$ cat config.mk
export PLATFORM = sky130hd
export DESIGN_NAME = text_fetch_gen
export DESIGN_NICKNAME = d
export VERILOG_FILES = /design/src/rtl/text_fetch_pkg.sv /design/src/rtl/text_fetch_seq.sv /design/src/rtl/text_fetch_addr.sv /design/src/rtl/text_fetch_shift.sv /design/src/rtl/text_fetch_gen.sv
export SDC_FILE = /design/constraint.sdc
export NUM_CORES = 1
export LEC_CHECK = 0
export BUFFER_PORTS_ARGS = -buffer_cell sky130_fd_sc_hd__buf_4
export CAP_MARGIN = 30
export CORE_MARGIN = 1
export CORE_UTILIZATION = 40
export CTS_CLUSTER_DIAMETER = 200
export DETAILED_ROUTE_END_ITERATION = 10
export PLACE_DENSITY = 0.58
export SYNTH_ARGS = -nofsm -noshare
export SYNTH_HDL_FRONTEND = slang
export SYNTH_SLANG_ARGS = --single-unit
export TNS_END_PERCENT = 1
$ cat constraint.sdc
create_clock -name clk -period 4.9 [get_ports clk]
set_clock_uncertainty 0.1 [all_clocks]
set_input_delay 0.735 -clock clk [delete_from_list [all_inputs] [get_ports clk]]
set_output_delay 0.735 -clock clk [all_outputs]
set_load 0.01 [all_outputs]
$ cat src/rtl/text_fetch_pkg.sv
package text_fetch_pkg;

    localparam int VA_W        = 14;
    localparam int NREG_W      = 4;
    localparam int PREG_W      = 3;
    localparam int ROW_W       = 5;
    localparam int GLY_W       = 3;
    localparam int CODE_W      = 8;
    localparam int CELL_PX     = 6;
    localparam int COLS_NARROW = 40;
    localparam int COLS_WIDE   = 80;
    localparam int LBUF_PX     = 512;

    localparam int NBASE_SH = VA_W - NREG_W;
    localparam int COL_W    = $clog2(COLS_WIDE);
    localparam int SUB_W    = $clog2(CELL_PX);
    localparam int X_W      = $clog2(LBUF_PX);
    localparam int WIDE_KEEP = 2;

    typedef enum logic [2:0] {
        ST_IDLE,
        ST_NAME,
        ST_PAT,
        ST_LOAD,
        ST_EMIT
    } fetch_state_t;

    typedef struct packed {
        logic              wide;
        logic [NREG_W-1:0] nreg;
        logic [PREG_W-1:0] preg;
        logic [ROW_W-1:0]  row;
        logic [GLY_W-1:0]  gline;
    } line_cfg_t;

    function automatic logic [VA_W-1:0] name_addr_f(
        input logic              wide,
        input logic [NREG_W-1:0] nreg,
        input logic [ROW_W-1:0]  row,
        input logic [COL_W-1:0]  col
    );
        logic [NREG_W-1:0] eff;
        logic [VA_W-1:0]   base;
        logic [VA_W-1:0]   span;
        eff  = wide ? {nreg[NREG_W-1 -: WIDE_KEEP], {(NREG_W-WIDE_KEEP){1'b0}}} : nreg;
        base = {eff, {NBASE_SH{1'b0}}};
        span = wide ? VA_W'(COLS_WIDE) : VA_W'(COLS_NARROW);
        return base + VA_W'(row) * span + VA_W'(col);
    endfunction

    function automatic logic [VA_W-1:0] pat_addr_f(
        input logic [PREG_W-1:0] preg,
        input logic [CODE_W-1:0] code,
        input logic [GLY_W-1:0]  gline
    );
        return {preg, code, gline};
    endfunction

endpackage

$ cat src/rtl/text_fetch_seq.sv
module text_fetch_seq
    import text_fetch_pkg::*;
(
    input  logic             clk,
    input  logic             rst,
    input  logic             line_go,
    input  line_cfg_t        cfg_in,
    output line_cfg_t        cfg_q,
    output logic [COL_W-1:0] col,
    output logic             start,
    output logic             rd,
    output logic             pat_sel,
    output logic             load,
    output logic             emit,
    output logic             busy,
    output logic             done
);
    fetch_state_t     state;
    logic [SUB_W-1:0] sub;
    logic [COL_W-1:0] last_col;

    assign last_col = cfg_q.wide ? COL_W'(COLS_WIDE - 1) : COL_W'(COLS_NARROW - 1);

    always_ff @(posedge clk) begin
        if (rst) begin
            state <= ST_IDLE;
            cfg_q <= '0;
            col   <= '0;
            sub   <= '0;
            done  <= 1'b0;
        end else begin
            done <= 1'b0;
            unique case (state)
                ST_IDLE: begin
                    if (line_go) begin
                        cfg_q <= cfg_in;
                        col   <= '0;
                        state <= ST_NAME;
                    end
                end
                ST_NAME: state <= ST_PAT;
                ST_PAT:  state <= ST_LOAD;
                ST_LOAD: begin
                    sub   <= '0;
                    state <= ST_EMIT;
                end
                ST_EMIT: begin
                    sub <= sub + 1'b1;
                    if (sub == SUB_W'(CELL_PX - 1)) begin
                        if (col == last_col) begin
                            state <= ST_IDLE;
                            done  <= 1'b1;
                        end else begin
                            col   <= col + 1'b1;
                            state <= ST_NAME;
                        end
                    end
                end
                default: state <= ST_IDLE;
            endcase
        end
    end

    assign start   = (state == ST_IDLE) && line_go;
    assign rd      = (state == ST_NAME) || (state == ST_PAT);
    assign pat_sel = (state == ST_PAT);
    assign load    = (state == ST_LOAD);
    assign emit    = (state == ST_EMIT);
    assign busy    = (state != ST_IDLE);
endmodule

$ cat src/rtl/text_fetch_addr.sv
module text_fetch_addr
    import text_fetch_pkg::*;
(
    input  line_cfg_t         cfg,
    input  logic [COL_W-1:0]  col,
    input  logic              pat_sel,
    input  logic [CODE_W-1:0] code,
    output logic [VA_W-1:0]   addr
);
    logic [VA_W-1:0] name_a;
    logic [VA_W-1:0] pat_a;

    always_comb begin
        name_a = name_addr_f(cfg.wide, cfg.nreg, cfg.row, col);
        pat_a  = pat_addr_f(cfg.preg, code, cfg.gline);
        addr   = pat_sel ? pat_a : name_a;
    end
endmodule

$ cat src/rtl/text_fetch_shift.sv
module text_fetch_shift
    import text_fetch_pkg::*;
(
    input  logic              clk,
    input  logic              rst,
    input  logic              start,
    input  logic              load,
    input  logic              emit,
    input  logic [CODE_W-1:0] glyph,
    output logic [X_W-1:0]    x,
    output logic              pix
);
    logic [CODE_W-1:0] sh;

    always_ff @(posedge clk) begin
        if (rst) begin
            sh <= '0;
            x  <= '0;
        end else begin
            if (start) begin
                x <= '0;
            end else if (emit) begin
                x <= x + 1'b1;
            end
            if (load) begin
                sh <= glyph;
            end else if (emit) begin
                sh <= {sh[CODE_W-2:0], 1'b0};
            end
        end
    end

    assign pix = sh[CODE_W-1];
endmodule

$ cat src/rtl/text_fetch_gen.sv
module text_fetch_gen
    import text_fetch_pkg::*;
(
    input  logic              clk,
    input  logic              rst,
    input  logic              line_go,
    input  logic              mode_wide,
    input  logic [NREG_W-1:0] name_base,
    input  logic [PREG_W-1:0] pat_base,
    input  logic [ROW_W-1:0]  char_row,
    input  logic [GLY_W-1:0]  glyph_line,
    input  logic [CODE_W-1:0] vram_data,
    output logic              vram_rd,
    output logic [VA_W-1:0]   vram_addr,
    output logic              pix_we,
    output logic [X_W-1:0]    pix_x,
    output logic              pix_on,
    output logic              busy,
    output logic              line_done
);
    line_cfg_t        cfg_in;
    line_cfg_t        cfg_q;
    logic [COL_W-1:0] col;
    logic             start, pat_sel, load, emit;

    always_comb begin
        cfg_in.wide  = mode_wide;
        cfg_in.nreg  = name_base;
        cfg_in.preg  = pat_base;
        cfg_in.row   = char_row;
        cfg_in.gline = glyph_line;
    end

    text_fetch_seq u_seq (
        .clk     (clk),
        .rst     (rst),
        .line_go (line_go),
        .cfg_in  (cfg_in),
        .cfg_q   (cfg_q),
        .col     (col),
        .start   (start),
        .rd      (vram_rd),
        .pat_sel (pat_sel),
        .load    (load),
        .emit    (emit),
        .busy    (busy),
        .done    (line_done)
    );

    text_fetch_addr u_addr (
        .cfg     (cfg_q),
        .col     (col),
        .pat_sel (pat_sel),
        .code    (vram_data),
        .addr    (vram_addr)
    );

    text_fetch_shift u_shift (
        .clk   (clk),
        .rst   (rst),
        .start (start),
        .load  (load),
        .emit  (emit),
        .glyph (vram_data),
        .x     (pix_x),
        .pix   (pix_on)
    );

    assign pix_we = emit;
endmodule

==> flow_summary.yaml, run 1 <==
timing:
  tns_ps: 0
  fmax_mhz: 213
  drv_slew: 0
  period_share_pct: 95.9
  fin_crit_ps: 4700
  max_slew_margin_pct: 55.7
  worst_pin_slew_ps: 663
  rsz0062_at_grt: "no"
  setup_viol: 0
  report.final.hold_viol_count: 0
yosys:
  synth_top_cell_by_area: "dfxtp_1"
  avgSynthCellArea_um2: 7.95
  yosysSeqAreaShare_pct: 32.1
  ys.flop_type: "dfxtp_1"
  synth_edf_count: 0
  syn_inst: 369
  synthArstFlopShare_pct: 0
  synth_top_area_share_pct: 32.1
  synth-seq-cells: 47
  synthesis.area_um2: 2930
  yosys-top-cells-area: "dfxtp_1 32%, ha_1 12%, nand2_1 10%"
  syn-num-nets: 430
  ys_warn_count: 0
  yosysUniqueCellTypes: 53
grt:
  grt_pass1_vias: 2408
  antenna_found_initial: 0
  grt_start_max_net_pins: 39
  grt_pass1_wl_mm: 11.4
  grt_use_total_pct: 19.0
  grt_remaining_overflow: 0
worst_setup_path:
  cp.arrival_ps: 3860
  critPathKind: "reg -> out"
  crit_required_ps: 4070
  slowest_stage: "fa_1"
  critPathMaxStageDelay_ps: 540
  path_max_fanout: 5
  crit_family: "adder cells"
  path_cells: "mux2_2 -> ha_1 -> inv_1 -> fa_1 -> fa_1 -> inv_1 -> ha_1 -> a211oi_1 -> o21bai_1 -> a2111oi_0 -> nor3_1 -> buf_4"
  startpoint_type: "register"
  path_buf_inv: 3
  cp-end-kind: "output pin"
clock_tree:
  clk_pin_slew_ps: 80
  cts_tree: "yes"
  cts_num_sinks: 47
  cts_buffer_depth: 2
  cts-buffers-inserted: 5
  ctsHoldBuffers: 0
  htree_levels: 2
  clkLatencyLatePin_ps: 300
  cts_root_buf: "clkbuf_8"
floorplanning:
  die_width_um: 87.6
  rows: 30
  die-area_um2: 7680
  die_h_um: 87.6
  core_area_um2: 6940
  initial_core_util_pct: 42.2
  io_pins: 55
route:
  drtIter0Drc: 107
  detail_route.first_pass.iterations: 4
  vias: 2621
  routed_wl_mm: 6.74
  drc: 0
  antenna_left: 0
  vias_per_cell: 5.14
  wl_per_cell_um: 13.2
power:
  cellPowerDensity_nw_per_um2: 251
  ir_drop_mv: 0.0939
  p_leak_nw: 1.61
final_layout:
  drive_gt1_share_pct: 16.9
  fin_area_um2: 3480
  syn_to_final_growth_pct: 18.7
  nNetsFinal: 474
  diodes: 0
  utilization_pct: 50.1
  layout.area.seq_um2: 941
  nFillCells: 719
  multiInputGateArea_um2: 1860
placed_design:
  numPortBuffers: 54
  placed_area_um2: 3400
  gp_congestion: 0.791
  dpl.hpwl_mm: 5.00
run:
  drv_cap: 0
run_status:
  status: "finished, final reports clean"
min_path:
  hold_path.class: "reg -> reg"
==> cell usage after synthesis (2+ instances only) <==
cell and count:
nand2_1 81, dfxtp_1 47, ha_1 29, a21oi_1 28, nor2_1 26, clkbuf_1 15
nor3_1 15, inv_1 12, o21ai_0 12, xnor2_1 8, fa_1 5, nand3_1 5
o211ai_1 5, o22ai_1 5, xor2_1 5, a211oi_1 4, a21o_1 4, a32o_1 4
and2_1 4, nand2b_1 4, nand4_1 4, nor2b_1 4, a311oi_1 3, and3_1 3
buf_2 3, nor4_1 3, a2111oi_0 2, and4_1 2, and4b_1 2, mux2_2 2
==> tightest hold or removal path, cell delays in order (launching register included) <==
cell	delay, ps
dfxtp_1	320
nand2_1	50
a21oi_1	50
==> cell type report <==
class	instances	area share (%)
Clock buffer	6	2.08
Clock inverter	2	0.359
Inverter	12	1.29
Multi-Input combinational cell	290	53.5
Sequential cell	47	27.0
Tap cell	96	3.45
Timing Repair Buffer	57	12.3
==> registers in the layout (all words and copies together) (netlist names) <==
name and cells:
u_shift.x 9, u_seq.state 3, u_seq.done 1, u_seq.col 7
u_shift.sh 8, u_seq.sub 3, u_seq.cfg_q 16
==> metal layers <==
metal  vias to the layer above  track usage, %  part of all wire [%]
met1                      1188            27.2                    53
met3                        10            3.39                   4.3
met5                         -               0                     0
met4                         0            5.66                   1.5
met2                        50            29.0                    41
li1                       1373               -                     -
==> cells in the final DEF (no fill, tap or decap), types with 8 or more instances in the layout <==
cell type | netlist | final
nor2_1 | 26 | 26
dfxtp_1 | 47 | 47
buf_4 | 1 | 57
o21ai_0 | 12 | 11
nor3_1 | 15 | 15
a21oi_1 | 28 | 28
inv_1 | 12 | 12
xnor2_1 | 8 | 8
ha_1 | 29 | 29
nand2_1 | 81 | 81
==> path summary, 6_finish.rpt <==
path,cells past startpoint,slack (ps),from,to
max,12,200,u_seq.cfg_q[15],vram_addr[10]
min,2,360,u_seq.cfg_q[11],u_seq.cfg_q[11]
max reg2reg,5,2520,u_seq.state[2],u_seq.sub[2]
min reg2reg,2,360,u_seq.cfg_q[11],u_seq.cfg_q[11]
==> cell families after synthesis <==
kind of cell	Yosys count	share of synthesized area, %
simple gates	167	27.2
buf+inv	32	4.39
compound gates	72	15.4
xor+xnor	13	3.88
flops	47	32.1
fa+ha+maj	34	15.8
other cells	1	0.128
mux	3	1.11
==> timing repair <==
item                       4_1_cts  5_1_grt
gates resized for setup          0        1
hold endpoints to repair         0        0
buffers inserted                 0        0
setup endpoints to repair        0        1
==> power breakdown <==
part / internal, mW / switching, mW
sequential: 0.400 / 0.0161
clock: 0.100 / 0.135
combinational: 0.0999 / 0.122
==> through the flow <==
stage	cells	hold WS (ps)	worst slack [ps]	total power, mW
final	510	361	201	0.873
after global routing	510	377	4.31	0.934
after CTS	510	362	167	0.885
after detailed placement	502	348	528	0.648
after global placement	502	344	573	0.646
after floorplan	369	332	424	0.560
No activity file was read; power rests on OpenSTA's default activity.
==> inputs of run 2 (changes only) <==
--- a/config.mk
+++ b/config.mk
@@ -12,6 +12,7 @@
 export CTS_CLUSTER_DIAMETER = 200
 export DETAILED_ROUTE_END_ITERATION = 10
 export PLACE_DENSITY = 0.58
+export RECOVER_POWER = 25
 export SYNTH_ARGS = -nofsm -noshare
 export SYNTH_HDL_FRONTEND = slang
 export SYNTH_SLANG_ARGS = --single-unit
==> run 2 against run 1 <==
  * The flow now finishes with violations (capacitance limit, slew limit)
  * Sequential share of layout area increased by 0.35 points
  * Largest power group unchanged
  * Clock power is essentially flat
  * Critical path depth unchanged
  * Hold slack did not move
  * Critical endpoint unchanged
  * Highest routed layer unchanged
==> flow_summary.yaml, run 2 (same netlist as run 1, synthesis figures left out) <==
worst_setup_path:
  startpoint_type: "register"
  reg2reg_slack_ps: 2530
  path_max_fanout: 5
  reg2reg_from: "u_seq.state[2]"
  cp-end-kind: "output pin"
  r2r-end: "u_seq.sub[2]"
  crit_required_ps: 4070
  critPathKind: "reg -> out"
  r2r_cells: 5
  cp.arrival_ps: 3860
grt:
  grt_pass1_wl_mm: 11.4
  grt_remaining_overflow: 0
  grt_pass1_vias: 2408
  antenna_found_initial: 0
  grt_use_total_pct: 19.0
  grt_start_max_net_pins: 39
placed_design:
  dpl.hpwl_mm: 5.00
  placed_area_um2: 3400
  numPortBuffers: 54
  gp_congestion: 0.791
run_status:
  status: "complete, but fails checks"
  violations: "capacitance limit, slew limit"
power:
  ir_drop_mv: 0.0939
  switching_share_pct: 31.3
  cellPowerDensity_nw_per_um2: 254
  p_switching_uw: 274
  seq_power_share_pct: 47.7
  pwr-share-comb_pct: 25.3
  finalPower_uw: 873
  p_int_uw: 599
  p_leak_nw: 1.56
  clockPowerShare_pct: 27.0
timing:
  tns_ps: 0
  period_share_pct: 95.9
  rsz0062_at_grt: "no"
  report.final.hold_viol_count: 0
  worst_pin_slew_ps: 1750
  max_slew_margin_pct: -16.8
  fmax_mhz: 213
  drv_slew: 39
  fin_crit_ps: 4700
  setup_viol: 0
route:
  wl_per_cell_um: 13.2
  vias_per_cell: 5.14
  antenna_left: 0
  routed.top_layer: "met4"
  met2_length_mm: 2.80
  drtIter0Drc: 111
  drc: 0
  vias: 2622
  detail_route.first_pass.iterations: 4
  met3_length_um: 292
  routed_wl_mm: 6.75
  m1WireLength_mm: 3.56
clock_tree:
  clk_pin_slew_ps: 80
  post_cts_buffers: 0
  clkLatencyLatePin_ps: 300
  cts_num_sinks: 47
  cts_root_buf: "clkbuf_8"
  cts_buffer_depth: 2
  ctsHoldBuffers: 0
  cts_tree: "yes"
  cts-buffers-inserted: 5
  cts_resized: 0
  htree_levels: 2
min_path:
  hold_depth: 2
  min_to: "u_seq.cfg_q[11]"
  min-delay-start: "u_seq.cfg_q[11]"
  hold_path.class: "reg -> reg"
final_layout:
  top_regs: "u_seq.cfg_q (16), u_shift.x (9), u_shift.sh (8)"
  regMostFlops: "u_seq.cfg_q"
  fin_area_um2: 3440
  final_common_cell: "nand2_1"
  largest_reg_flops: 16
  syn_to_final_growth_pct: 17.2
  drive_gt1_share_pct: 14.0
  nNetsFinal: 474
  diodes: 0
  utilization_pct: 49.5
  layout_common_cells: "81 x nand2_1, 47 x dfxtp_1, 45 x buf_4"
floorplanning:
  rows: 30
  die_h_um: 87.6
  die_width_um: 87.6
  io_pins: 55
  initial_core_util_pct: 42.2
  die-area_um2: 7680
  core_area_um2: 6940
run:
  drv_cap: 1
[run 2: cell count changes in the layout (fill, tap and decap cells not counted), sizes merged]
| cell | previous run | this run |
|---|---|---|
| clkbuf | 6 | 18 |
| buf | 57 | 45 |
[run 2: through the flow]
| stage | hold WS [ps] | std cells | worst slack, ps |
|---|---|---|---|
| after global routing | 377 | 510 | 4.31 |
| after detailed placement | 348 | 502 | 528 |
| after CTS | 362 | 510 | 167 |
| after global placement | 344 | 502 | 573 |
| after floorplan | 332 | 369 | 424 |
| final | 361 | 510 | 201 |
[run 2: how the worst max path moves through the flow]
stage / from / endpoint / slack [ps] / cells past startpoint
after CTS: u_seq.cfg_q[15] / vram_addr[10] / 170 / 12
final: u_seq.cfg_q[15] / vram_addr[10] / 200 / 12
after global routing: u_seq.cfg_q[15] / vram_addr[10] / 4 / 12
after global placement: u_seq.cfg_q[15] / vram_addr[13] / 570 / 11
after detailed placement: u_seq.cfg_q[15] / vram_addr[10] / 530 / 12
after floorplan: u_seq.cfg_q[15] / vram_addr[12] / 420 / 12
[run 2: routing by layer]
metal  track usage [%]  up-vias
met3              3.39       10
met2              29.0       50
met4              5.66        0
met1              27.2     1189
li1                  -     1373
met5                 0        -
[run 2: final cells by class]
class,count,area [um^2]
clock buffers,6,72.6
well taps,96,120
repair buffers,57,383
inverters,12,45.0
multi-input cells,290,1860
fillers,732,3510
flip-flops and latches,47,941
clock inverters,2,12.5
[run 2: power groups by stage]
stage          clock network [mW]  logic [mW]  registers [mW]
6_report                    0.236       0.221           0.416
5_1_grt                     0.261       0.253           0.420
4_1_cts                     0.244       0.225           0.416
3_5_place_dp                    0       0.223           0.425
3_3_place_gp                    0       0.221           0.424
2_1_floorplan                   0       0.143           0.417
[run 2: critical path, stage by stage (launching register included)]
cell,delay [ps]
dfxtp_1,340
mux2_2,360
ha_1,280
inv_1,50
fa_1,510
fa_1,540
inv_1,40
ha_1,240
a211oi_1,340
o21bai_1,150
a2111oi_0,450
nor3_1,110
buf_4,160
